--- config.mk ---
export PLATFORM = sky130hd
export DESIGN_NAME = dtmr_top
export DESIGN_NICKNAME = d
export VERILOG_FILES = /design/src/rtl/dtmr_pkg.sv /design/src/rtl/dtmr_timer.sv /design/src/rtl/dtmr_irq.sv /design/src/rtl/dtmr_timebase.sv /design/src/rtl/dtmr_top.sv
export SDC_FILE = /design/constraint.sdc
export NUM_CORES = 1
export LEC_CHECK = 0
export CORE_MARGIN = 2
export CORE_UTILIZATION = 59
export CTS_CLUSTER_DIAMETER = 30
export DETAILED_ROUTE_END_ITERATION = 8
export HOLD_SLACK_MARGIN = 0.05
export PLACE_DENSITY_LB_ADDON = 0.2
export SYNTH_ARGS = -nofsm -noshare
export SYNTH_HDL_FRONTEND = slang
export SYNTH_SLANG_ARGS = --single-unit
--- constraint.sdc ---
create_clock -name clk -period 3.8 [get_ports clk]
set_clock_uncertainty 0.05 [all_clocks]
set_input_delay 0.57 -clock clk [delete_from_list [all_inputs] [get_ports clk]]
set_output_delay 0.57 -clock clk [all_outputs]
set_load 0.01 [all_outputs]
--- src/rtl/dtmr_pkg.sv ---
package dtmr_pkg;

    localparam int TMR_N      = 2;
    localparam int TMR_STRIDE = 16;
    localparam int OFS_DIV    = 0;
    localparam int OFS_DATA   = 4;
    localparam int OFS_CTRL   = 8;
    localparam int OFS_TIME   = 'h38;
    localparam int OFS_MASK   = 'h48;
    localparam int OFS_ACK    = 'h4C;
    localparam int OFS_RAW    = 'h50;
    localparam int OFS_MSKD   = 'h54;

    typedef enum logic [1:0] {
        OP_LOAD = 2'd0,
        OP_HOLD = 2'd1,
        OP_RUN  = 2'd2,
        OP_BAD  = 2'd3
    } tmr_op_e;

    typedef enum logic {
        TS_STOP = 1'b0,
        TS_RUN  = 1'b1
    } tmr_state_e;

endpackage

--- src/rtl/dtmr_timer.sv ---
module dtmr_timer
    import dtmr_pkg::*;
#(
    parameter int W     = 32,
    parameter int SEL_W = 3,
    localparam int IDX_W  = SEL_W - 1,
    localparam int SRC_N  = 2 ** IDX_W,
    localparam int CTRL_W = 2 + SEL_W
) (
    input  logic              clk,
    input  logic              rst_n,
    input  logic              div_we,
    input  logic              ctrl_we,
    input  logic [W-1:0]      wdata,
    input  logic [SRC_N-1:0]  tick_src,
    output logic [W-1:0]      div_q,
    output logic [CTRL_W-1:0] ctrl_q,
    output logic [W-1:0]      count_q,
    output logic              running,
    output logic              expire
);

    tmr_state_e state_q, state_d;
    tmr_op_e    op;
    logic       op_ok;
    logic       tick;
    logic       adv;
    logic       at_end;
    logic [IDX_W-1:0] sel_idx;

    assign op      = tmr_op_e'(wdata[1:0]);
    assign op_ok   = ctrl_we && (op != OP_BAD);
    assign sel_idx = ctrl_q[2 +: IDX_W];

    always_comb begin
        tick = 1'b0;
        if (ctrl_q[CTRL_W-1]) begin
            tick = tick_src[sel_idx];
        end
    end

    always_comb begin
        state_d = state_q;
        unique case (state_q)
            TS_STOP: if (op_ok && op == OP_RUN)  state_d = TS_RUN;
            TS_RUN:  if (op_ok && op == OP_HOLD) state_d = TS_STOP;
        endcase
    end

    always_ff @(posedge clk) begin
        if (!rst_n) begin
            state_q <= TS_STOP;
        end else begin
            state_q <= state_d;
        end
    end

    always_comb begin
        adv     = (state_q == TS_RUN) && !op_ok && tick;
        at_end  = (count_q <= W'(1));
        running = (state_q == TS_RUN);
        expire  = adv && at_end;
    end

    always_ff @(posedge clk) begin
        if (!rst_n) begin
            div_q   <= '0;
            ctrl_q  <= '0;
            count_q <= '0;
        end else begin
            if (div_we) begin
                div_q <= wdata;
            end
            if (op_ok) begin
                ctrl_q <= wdata[CTRL_W-1:0];
            end
            if (op_ok && op == OP_LOAD) begin
                count_q <= div_q;
            end else if (adv) begin
                count_q <= at_end ? div_q : count_q - W'(1);
            end
        end
    end

endmodule

--- src/rtl/dtmr_irq.sv ---
module dtmr_irq #(
    parameter int N = 2
) (
    input  logic         clk,
    input  logic         rst_n,
    input  logic [N-1:0] set,
    input  logic         ack_we,
    input  logic         mask_we,
    input  logic [N-1:0] wdata,
    output logic [N-1:0] sts_q,
    output logic [N-1:0] msk_q,
    output logic         irq
);

    logic [N-1:0] clr;

    assign clr = ack_we ? wdata : '0;

    always_ff @(posedge clk) begin
        if (!rst_n) begin
            sts_q <= '0;
            msk_q <= '0;
        end else begin
            sts_q <= (sts_q & ~clr) | set;
            if (mask_we) begin
                msk_q <= wdata;
            end
        end
    end

    assign irq = |(sts_q & msk_q);

endmodule

--- src/rtl/dtmr_timebase.sv ---
module dtmr_timebase #(
    parameter int W = 32
) (
    input  logic         clk,
    input  logic         rst_n,
    input  logic         tick,
    output logic [W-1:0] time_q
);

    always_ff @(posedge clk) begin
        if (!rst_n) begin
            time_q <= '0;
        end else if (tick) begin
            time_q <= time_q + W'(1);
        end
    end

endmodule

--- src/rtl/dtmr_top.sv ---
module dtmr_top
    import dtmr_pkg::*;
#(
    parameter int W      = 32,
    parameter int ADDR_W = 8,
    parameter int SEL_W  = 3,
    localparam int BE_W   = W / 8,
    localparam int SRC_N  = 2 ** (SEL_W - 1),
    localparam int CTRL_W = 2 + SEL_W
) (
    input  logic              clk,
    input  logic              rst_n,
    input  logic              bus_wr,
    input  logic [ADDR_W-1:0] bus_addr,
    input  logic [BE_W-1:0]   bus_be,
    input  logic [W-1:0]      bus_wdata,
    output logic [W-1:0]      bus_rdata,
    input  logic [SRC_N-1:0]  tick_src,
    output logic              irq
);

    logic                          full;
    logic                          wr_ok;
    logic [TMR_N-1:0]              div_we;
    logic [TMR_N-1:0]              ctrl_we;
    logic [TMR_N-1:0][W-1:0]       div_q;
    logic [TMR_N-1:0][CTRL_W-1:0]  ctrl_q;
    logic [TMR_N-1:0][W-1:0]       cnt_q;
    logic [TMR_N-1:0]              run_q;
    logic [TMR_N-1:0]              expire;
    logic [TMR_N-1:0]              sts_q;
    logic [TMR_N-1:0]              msk_q;
    logic [W-1:0]                  time_q;
    logic                          ack_we;
    logic                          mask_we;

    assign full    = (bus_be == {BE_W{1'b1}});
    assign wr_ok   = bus_wr && full;
    assign ack_we  = wr_ok && (bus_addr == ADDR_W'(OFS_ACK));
    assign mask_we = wr_ok && (bus_addr == ADDR_W'(OFS_MASK));

    for (genvar i = 0; i < TMR_N; i++) begin : g_tmr
        localparam logic [ADDR_W-1:0] BASE = ADDR_W'(i * TMR_STRIDE);

        assign div_we[i]  = wr_ok && (bus_addr == BASE + ADDR_W'(OFS_DIV));
        assign ctrl_we[i] = wr_ok && (bus_addr == BASE + ADDR_W'(OFS_CTRL));

        dtmr_timer #(
            .W     (W),
            .SEL_W (SEL_W)
        ) u_tmr (
            .clk      (clk),
            .rst_n    (rst_n),
            .div_we   (div_we[i]),
            .ctrl_we  (ctrl_we[i]),
            .wdata    (bus_wdata),
            .tick_src (tick_src),
            .div_q    (div_q[i]),
            .ctrl_q   (ctrl_q[i]),
            .count_q  (cnt_q[i]),
            .running  (run_q[i]),
            .expire   (expire[i])
        );
    end

    dtmr_irq #(
        .N (TMR_N)
    ) u_irq (
        .clk     (clk),
        .rst_n   (rst_n),
        .set     (expire),
        .ack_we  (ack_we),
        .mask_we (mask_we),
        .wdata   (bus_wdata[TMR_N-1:0]),
        .sts_q   (sts_q),
        .msk_q   (msk_q),
        .irq     (irq)
    );

    dtmr_timebase #(
        .W (W)
    ) u_time (
        .clk    (clk),
        .rst_n  (rst_n),
        .tick   (tick_src[SRC_N-1]),
        .time_q (time_q)
    );

    always_comb begin
        bus_rdata = '0;
        if (full) begin
            for (int i = 0; i < TMR_N; i++) begin
                if (bus_addr == ADDR_W'(i * TMR_STRIDE + OFS_DIV))  bus_rdata = div_q[i];
                if (bus_addr == ADDR_W'(i * TMR_STRIDE + OFS_DATA)) bus_rdata = cnt_q[i];
                if (bus_addr == ADDR_W'(i * TMR_STRIDE + OFS_CTRL)) bus_rdata = W'(ctrl_q[i]);
            end
            if (bus_addr == ADDR_W'(OFS_TIME)) bus_rdata = time_q;
            if (bus_addr == ADDR_W'(OFS_MASK)) bus_rdata = W'(msk_q);
            if (bus_addr == ADDR_W'(OFS_RAW))  bus_rdata = W'(sts_q);
            if (bus_addr == ADDR_W'(OFS_MSKD)) bus_rdata = W'(sts_q & msk_q);
        end
    end

endmodule

## After elaboration in Yosys (flattened, before gate mapping)

Index checks and enable logic that the tools add are counted.

- Register bits: 176
- Word-level logic and storage cells: 97

- Order comparisons: 4
- Equal/unequal tests: 14
- Bitwise gates (word level): 7
- Add/sub/neg operators: 3
- Mux-type cells: 30
- Reductions and logical operators: 28

Operator list:

| cell | count |
|---|---|
| $mux 32 | 17 |
| $le 32x1->1 const B | 2 |
| $sub 32x1->32 const B | 2 |
| $add 32x1->32 const B | 1 |
| $eq 8x7->1 const B | 4 |
| $eq 8x5->1 const B | 3 |
| $logic_and 1x1->1 | 21 |
| $eq 8x3->1 const B | 1 |
| $eq 8x4->1 const B | 1 |
| $eq 8x6->1 const B | 1 |
| $logic_not 8->1 | 1 |
| $mux 1 | 8 |
| $and 2x2->2 | 3 |
| $lt 2x3->1 const B | 2 |
| $bmux 1 s2 | 2 |
| $eq 4x4->1 const B | 1 |
| $pmux 1 s2 | 2 |
| $reduce_bool 2->1 | 2 |
| $eq 2x1->1 const B | 1 |
| $eq 2x2->1 const B | 1 |
| $logic_not 1->1 | 2 |
| $logic_not 2->1 | 1 |
| $mux 2 | 1 |
| $ne 2x2->1 const B | 1 |
| other kinds (4) | 5 |

## Depth between registers and ports, before layout

- Depth in word-level cells: 12
- Depth in mapped cells: 11

## Hierarchy

Synthesis repeated with hierarchy kept, for this count alone.

- Cell total of the unflattened synthesis: 1219
- Area, all modules: 10147.2 um^2

Modules (own cells, without submodules):

| module | cells each | sequential area each (um^2) | times used | area an instance (um^2) |
|---|---|---|---|---|
| dtmr_timer (g_tmr[0].u_tmr) | 415 | 1401.3 | 1 | 3560.9 |
| dtmr_timer (g_tmr[1].u_tmr) | 397 | 1401.3 | 1 | 3398.3 |
| dtmr_timebase | 176 | 640.6 | 1 | 1562.7 |
| dtmr_top | 216 | 0.0 | 1 | 1473.9 |
| dtmr_irq | 15 | 80.1 | 1 | 151.4 |

## Worst setup path before layout

No wires, ideal clock.

- Path kind: input to output
- Start point: input port bus_addr[7]
- End point: output port bus_rdata[2]
- Setup slack: 555 ps
- Path buffers: 3
- Arrival time: 2625 ps
- Data required time: 3180 ps
- Stages: 7
- Path through: clkbuf_1 -> nor4b_1 -> and3_1 -> buf_1 -> buf_1 -> a22oi_1 -> a31oi_1

- Word-level cells in the longest chain between the ends: 12

Ends and longest elaborated chain:

| item | line | RTL |
|---|---|---|
| from (decl) | dtmr_top.sv:14 | `input logic [ADDR_W-1:0] bus_addr,` |
| $logic_not 8->1 | dtmr_top.sv:93 | `if (bus_addr == ADDR_W'(i * TMR_STRIDE + OFS_DIV)) bus_rdata = div_q[i];` |
| $mux 32 | dtmr_top.sv:93 |  |
| $mux 32 | dtmr_top.sv:94 | `if (bus_addr == ADDR_W'(i * TMR_STRIDE + OFS_DATA)) bus_rdata = cnt_q[i];` |
| $mux 32 | dtmr_top.sv:95 | `if (bus_addr == ADDR_W'(i * TMR_STRIDE + OFS_CTRL)) bus_rdata = W'(ctrl_q[i]);` |
| $mux 32 | dtmr_top.sv:93 |  |
| $mux 32 | dtmr_top.sv:94 |  |
| $mux 32 | dtmr_top.sv:95 |  |
| $mux 32 | dtmr_top.sv:97 | `if (bus_addr == ADDR_W'(OFS_TIME)) bus_rdata = time_q;` |
| $mux 32 | dtmr_top.sv:98 | `if (bus_addr == ADDR_W'(OFS_MASK)) bus_rdata = W'(msk_q);` |
| $mux 32 | dtmr_top.sv:99 | `if (bus_addr == ADDR_W'(OFS_RAW)) bus_rdata = W'(sts_q);` |
| $mux 32 (*) | dtmr_top.sv:100 | `if (bus_addr == ADDR_W'(OFS_MSKD)) bus_rdata = W'(sts_q & msk_q);` |
| $mux 32 (*) | dtmr_top.sv:91 | `if (full) begin` |
| to (decl) | dtmr_top.sv:17 | `output logic [W-1:0] bus_rdata,` |

Mark *: on every way between the ends. The rest lies on a longest branch, timed or not.

## Worst setup path after layout

- Start point: input port bus_addr[0]
- End point: output port bus_rdata[7]

The elaborated chain is that of the path after synthesis.

==> impl_metrics.env <==
export IMPL_status="complete, but fails checks"
export IMPL_violations="setup timing"
export IMPL_ant_nets=0
export IMPL_layout_common_cells="nand2_1 (204), dfxtp_1 (176), a21oi_1 (160)"
export IMPL_cts_num_sinks=176
export IMPL_dr_first_iter_drc_count=1989
export IMPL_cp_data_required_time_ns=3.18
export IMPL_insertion_delay_ns=0.44
export IMPL_worst_setup_path_start_kind="primary input"
export IMPL_min_period_ns=3.820
export IMPL_slew_viol_final=0
export IMPL_die_h_um=133.2
export IMPL_r2r_end="g_tmr[1].u_tmr.count_q[28]$_SDFFE_PN0P_"
export IMPL_via_count=11330
export IMPL_ios=84
export IMPL_routed_wl_um=38360
export IMPL_antenna_found_initial=0
export IMPL_hpwl_um=27100
export IMPL_synth_seq_cells=176
export IMPL_clk_pin_slew_worst_paths_ns=0.08
export IMPL_hold_start="g_tmr[1].u_tmr.div_q[11]$_SDFFE_PN0P_"
export IMPL_peakVddDrop_mv=0.3229
export IMPL_post_place_ws_ns=-0.03314
export IMPL_syn_area_um2=9844
export IMPL_synth_top_area_share=0.3579
export IMPL_worst_slew_pin_slew_ns=1.075
export IMPL_clock_path_buffers=2
export IMPL_crit_start="bus_addr[0]"
export IMPL_port_buffers=83
export IMPL_die_x_um=133.2
export IMPL_cts_made_buffers=17
export IMPL_grt_pass1_vias=10140
export IMPL_final_setup_tns_ns=-0.04477
export IMPL_cap_violations=0
export IMPL_power_density_nw_per_um2=327.0
export IMPL_regArea_um2=3523
export IMPL_viasPerCell=7.027
export IMPL_postSynthCellCount=1305
export IMPL_reg2reg_slack_ns=0.28
export IMPL_p_clk_frac=0.475
export IMPL_switching_power_mw=1.046
export IMPL_routedWlPerCell_um=23.78
export IMPL_critPathCaptureType="output port"
export IMPL_post_cts_setup_buffer_count=0
export IMPL_ys_top_cells_by_area="dfxtp_1 (36%), a21oi_1 (8.1%), nand2_1 (7.8%)"
export IMPL_finalCritPeriodShare=1.005
export IMPL_rr_startpoint="g_tmr[1].u_tmr.count_q[0]$_SDFFE_PN0P_"
export IMPL_pwr_share_seq=0.477
export IMPL_yosysTopAreaCell="dfxtp_1"
export IMPL_cp_endpoint="bus_rdata[7]"
export IMPL_finalWeightedCongestion=1.013
export IMPL_yosysSeqAreaShare=0.3579
export IMPL_core_area_um2=16470
export IMPL_slew_headroom=0.2804
export IMPL_synth_main_ff_cell="dfxtp_1"
export IMPL_drc_errors=0
export IMPL_rows=47
export IMPL_fmax_ghz=0.2617
export IMPL_cts_tree="built"
export IMPL_crit_type="in2out"
export IMPL_worstPathArrival_ns=3.20
export IMPL_finalHoldViolations=0
export IMPL_holdBufCountCts=0
export IMPL_drive_gt1_frac=0.1019
export IMPL_nNetsFinal=1436
export IMPL_setup_viol=4
export IMPL_p_sw_frac=0.2693
export IMPL_hold_class="reg2reg"
export IMPL_reg2regPathDepth=8
export IMPL_grt_max_degree=94
export IMPL_pwr_share_comb=0.048
export IMPL_async_flop_share=0
export IMPL_critPathMaxFanout=15
export IMPL_synth_edf_count=0
export IMPL_grt_overflow=0
export IMPL_firstDrtPassIters=7
export IMPL_leakage_nw=4.175
export IMPL_n_antenna_cell=0
export IMPL_fin_ws_ns=-0.02045
export IMPL_syn2layout_area_growth_pct=20.58
export IMPL_internal_power_mw=2.837
export IMPL_start_util=0.5979
export IMPL_htree_levels=4
export IMPL_finalPower_mw=3.882
export IMPL_synth_area_per_cell_um2=7.544
export IMPL_fill_cells=1339
export IMPL_final_common_cell="nand2_1"
export IMPL_grt_pass1_wl_um=57990
export IMPL_ys_types=71
export IMPL_synth_net_count=1361
export IMPL_grt_use_total=0.4190
export IMPL_multi_input_area_um2=5924
export IMPL_dieArea_um2=17730
export IMPL_root_buffer="clkbuf_16"
export IMPL_yosys_warnings=0
[power by group through the flow]
stage	Clock, mW	Combinational [mW]	Sequential [mW]
after floorplan	0	0.0713	1.89
after global placement	0	0.176	1.89
after detailed placement	0	0.177	1.89
after CTS	1.84	0.179	1.85
after global routing	1.91	0.196	1.85
final	1.84	0.186	1.85
[cell families after synthesis]
kind of cell	after synthesis	synth area share
simple gates	579	0.2908
compound gates	383	0.2495
flops	176	0.3579
buf+inv	112	0.04652
xor+xnor	26	0.02313
mux	24	0.02580
fa+ha+maj	5	0.006355
[registers in the layout, indices dropped and copies added (netlist names)]
name                 cells
g_tmr.u_tmr.running      2
u_irq.msk_q              2
u_time.time_q           32
u_irq.sts_q              2
g_tmr.u_tmr.div_q       64
g_tmr.u_tmr.ctrl_q      10
g_tmr.u_tmr.count_q     64
[final cells by class]
| cell class | instances | share of cell area |
|---|---|---|
| Multi-Input combinational cell | 1017 | 0.4991 |
| Sequential cell | 176 | 0.2968 |
| Timing Repair Buffer | 155 | 0.1244 |
| Clock buffer | 17 | 0.03584 |
| Tap cell | 220 | 0.02319 |
| Clock inverter | 15 | 0.01634 |
| Inverter | 13 | 0.004322 |
[synthesized netlist by cell type, types with 15 or more instances]
cell type / instances
nand2_1: 204
dfxtp_1: 176
a21oi_1: 160
nor2_1: 112
clkbuf_1: 82
nand3_1: 60
o21ai_0: 50
a22oi_1: 35
nor3_1: 35
nor4_1: 30
nand4_1: 26
a222oi_1: 23
mux2i_1: 22
a31oi_1: 16
and2_1: 15
or3_1: 15
or4_1: 15
xnor2_1: 15
[worst min path at each step]
| stage | endpoint | cells after the start |
|---|---|---|
| 2_1_floorplan | g_tmr[1].u_tmr.count_q[10]$_SDFFE_PN0P_ | 2 |
| 6_report | g_tmr[1].u_tmr.div_q[11]$_SDFFE_PN0P_ | 2 |
| 5_1_grt | g_tmr[1].u_tmr.div_q[20]$_SDFFE_PN0P_ | 2 |
| 3_3_place_gp | g_tmr[1].u_tmr.count_q[13]$_SDFFE_PN0P_ | 2 |
| 4_1_cts | g_tmr[0].u_tmr.div_q[26]$_SDFFE_PN0P_ | 2 |
| 3_5_place_dp | g_tmr[1].u_tmr.div_q[13]$_SDFFE_PN0P_ | 2 |
[stage by stage]
step	cells	util	instance area [um^2]	hold slack (ns)
2_1_floorplan	1305	-	9844	0.3876
3_3_place_gp	1580	0.6778	11160	0.4118
3_5_place_dp	1580	0.6778	11160	0.4185
4_1_cts	1612	0.7163	11790	0.4318
5_1_grt	1613	0.7209	11870	0.4545
6_report	1613	0.7209	11870	0.4333
[metal layers]
metal  up-vias  wire (um)  track usage
li1       5002          -            -
met4         0       1481       0.1478
met3       145       5494       0.1046
met2       879      16550       0.6393
met5         -          0            0
met1      5308      14840       0.5800
[worst max-delay path: stages]
cell,delay [ns]
clkdlybuf4s50_1,0.47
or4b_4,0.56
nor3_2,0.25
and2_4,0.25
clkbuf_16,0.23
a222oi_1,0.12
a21oi_1,0.19
clkdlybuf4s50_1,0.56
[what timing repair did]
item | 4_1_cts | 5_1_grt
pin swaps | 0 | 2
gates cloned | 0 | 1
gates resized for setup | 4 | 17
setup endpoints to repair | 4 | 31
(Power assumes the default switching activity.)
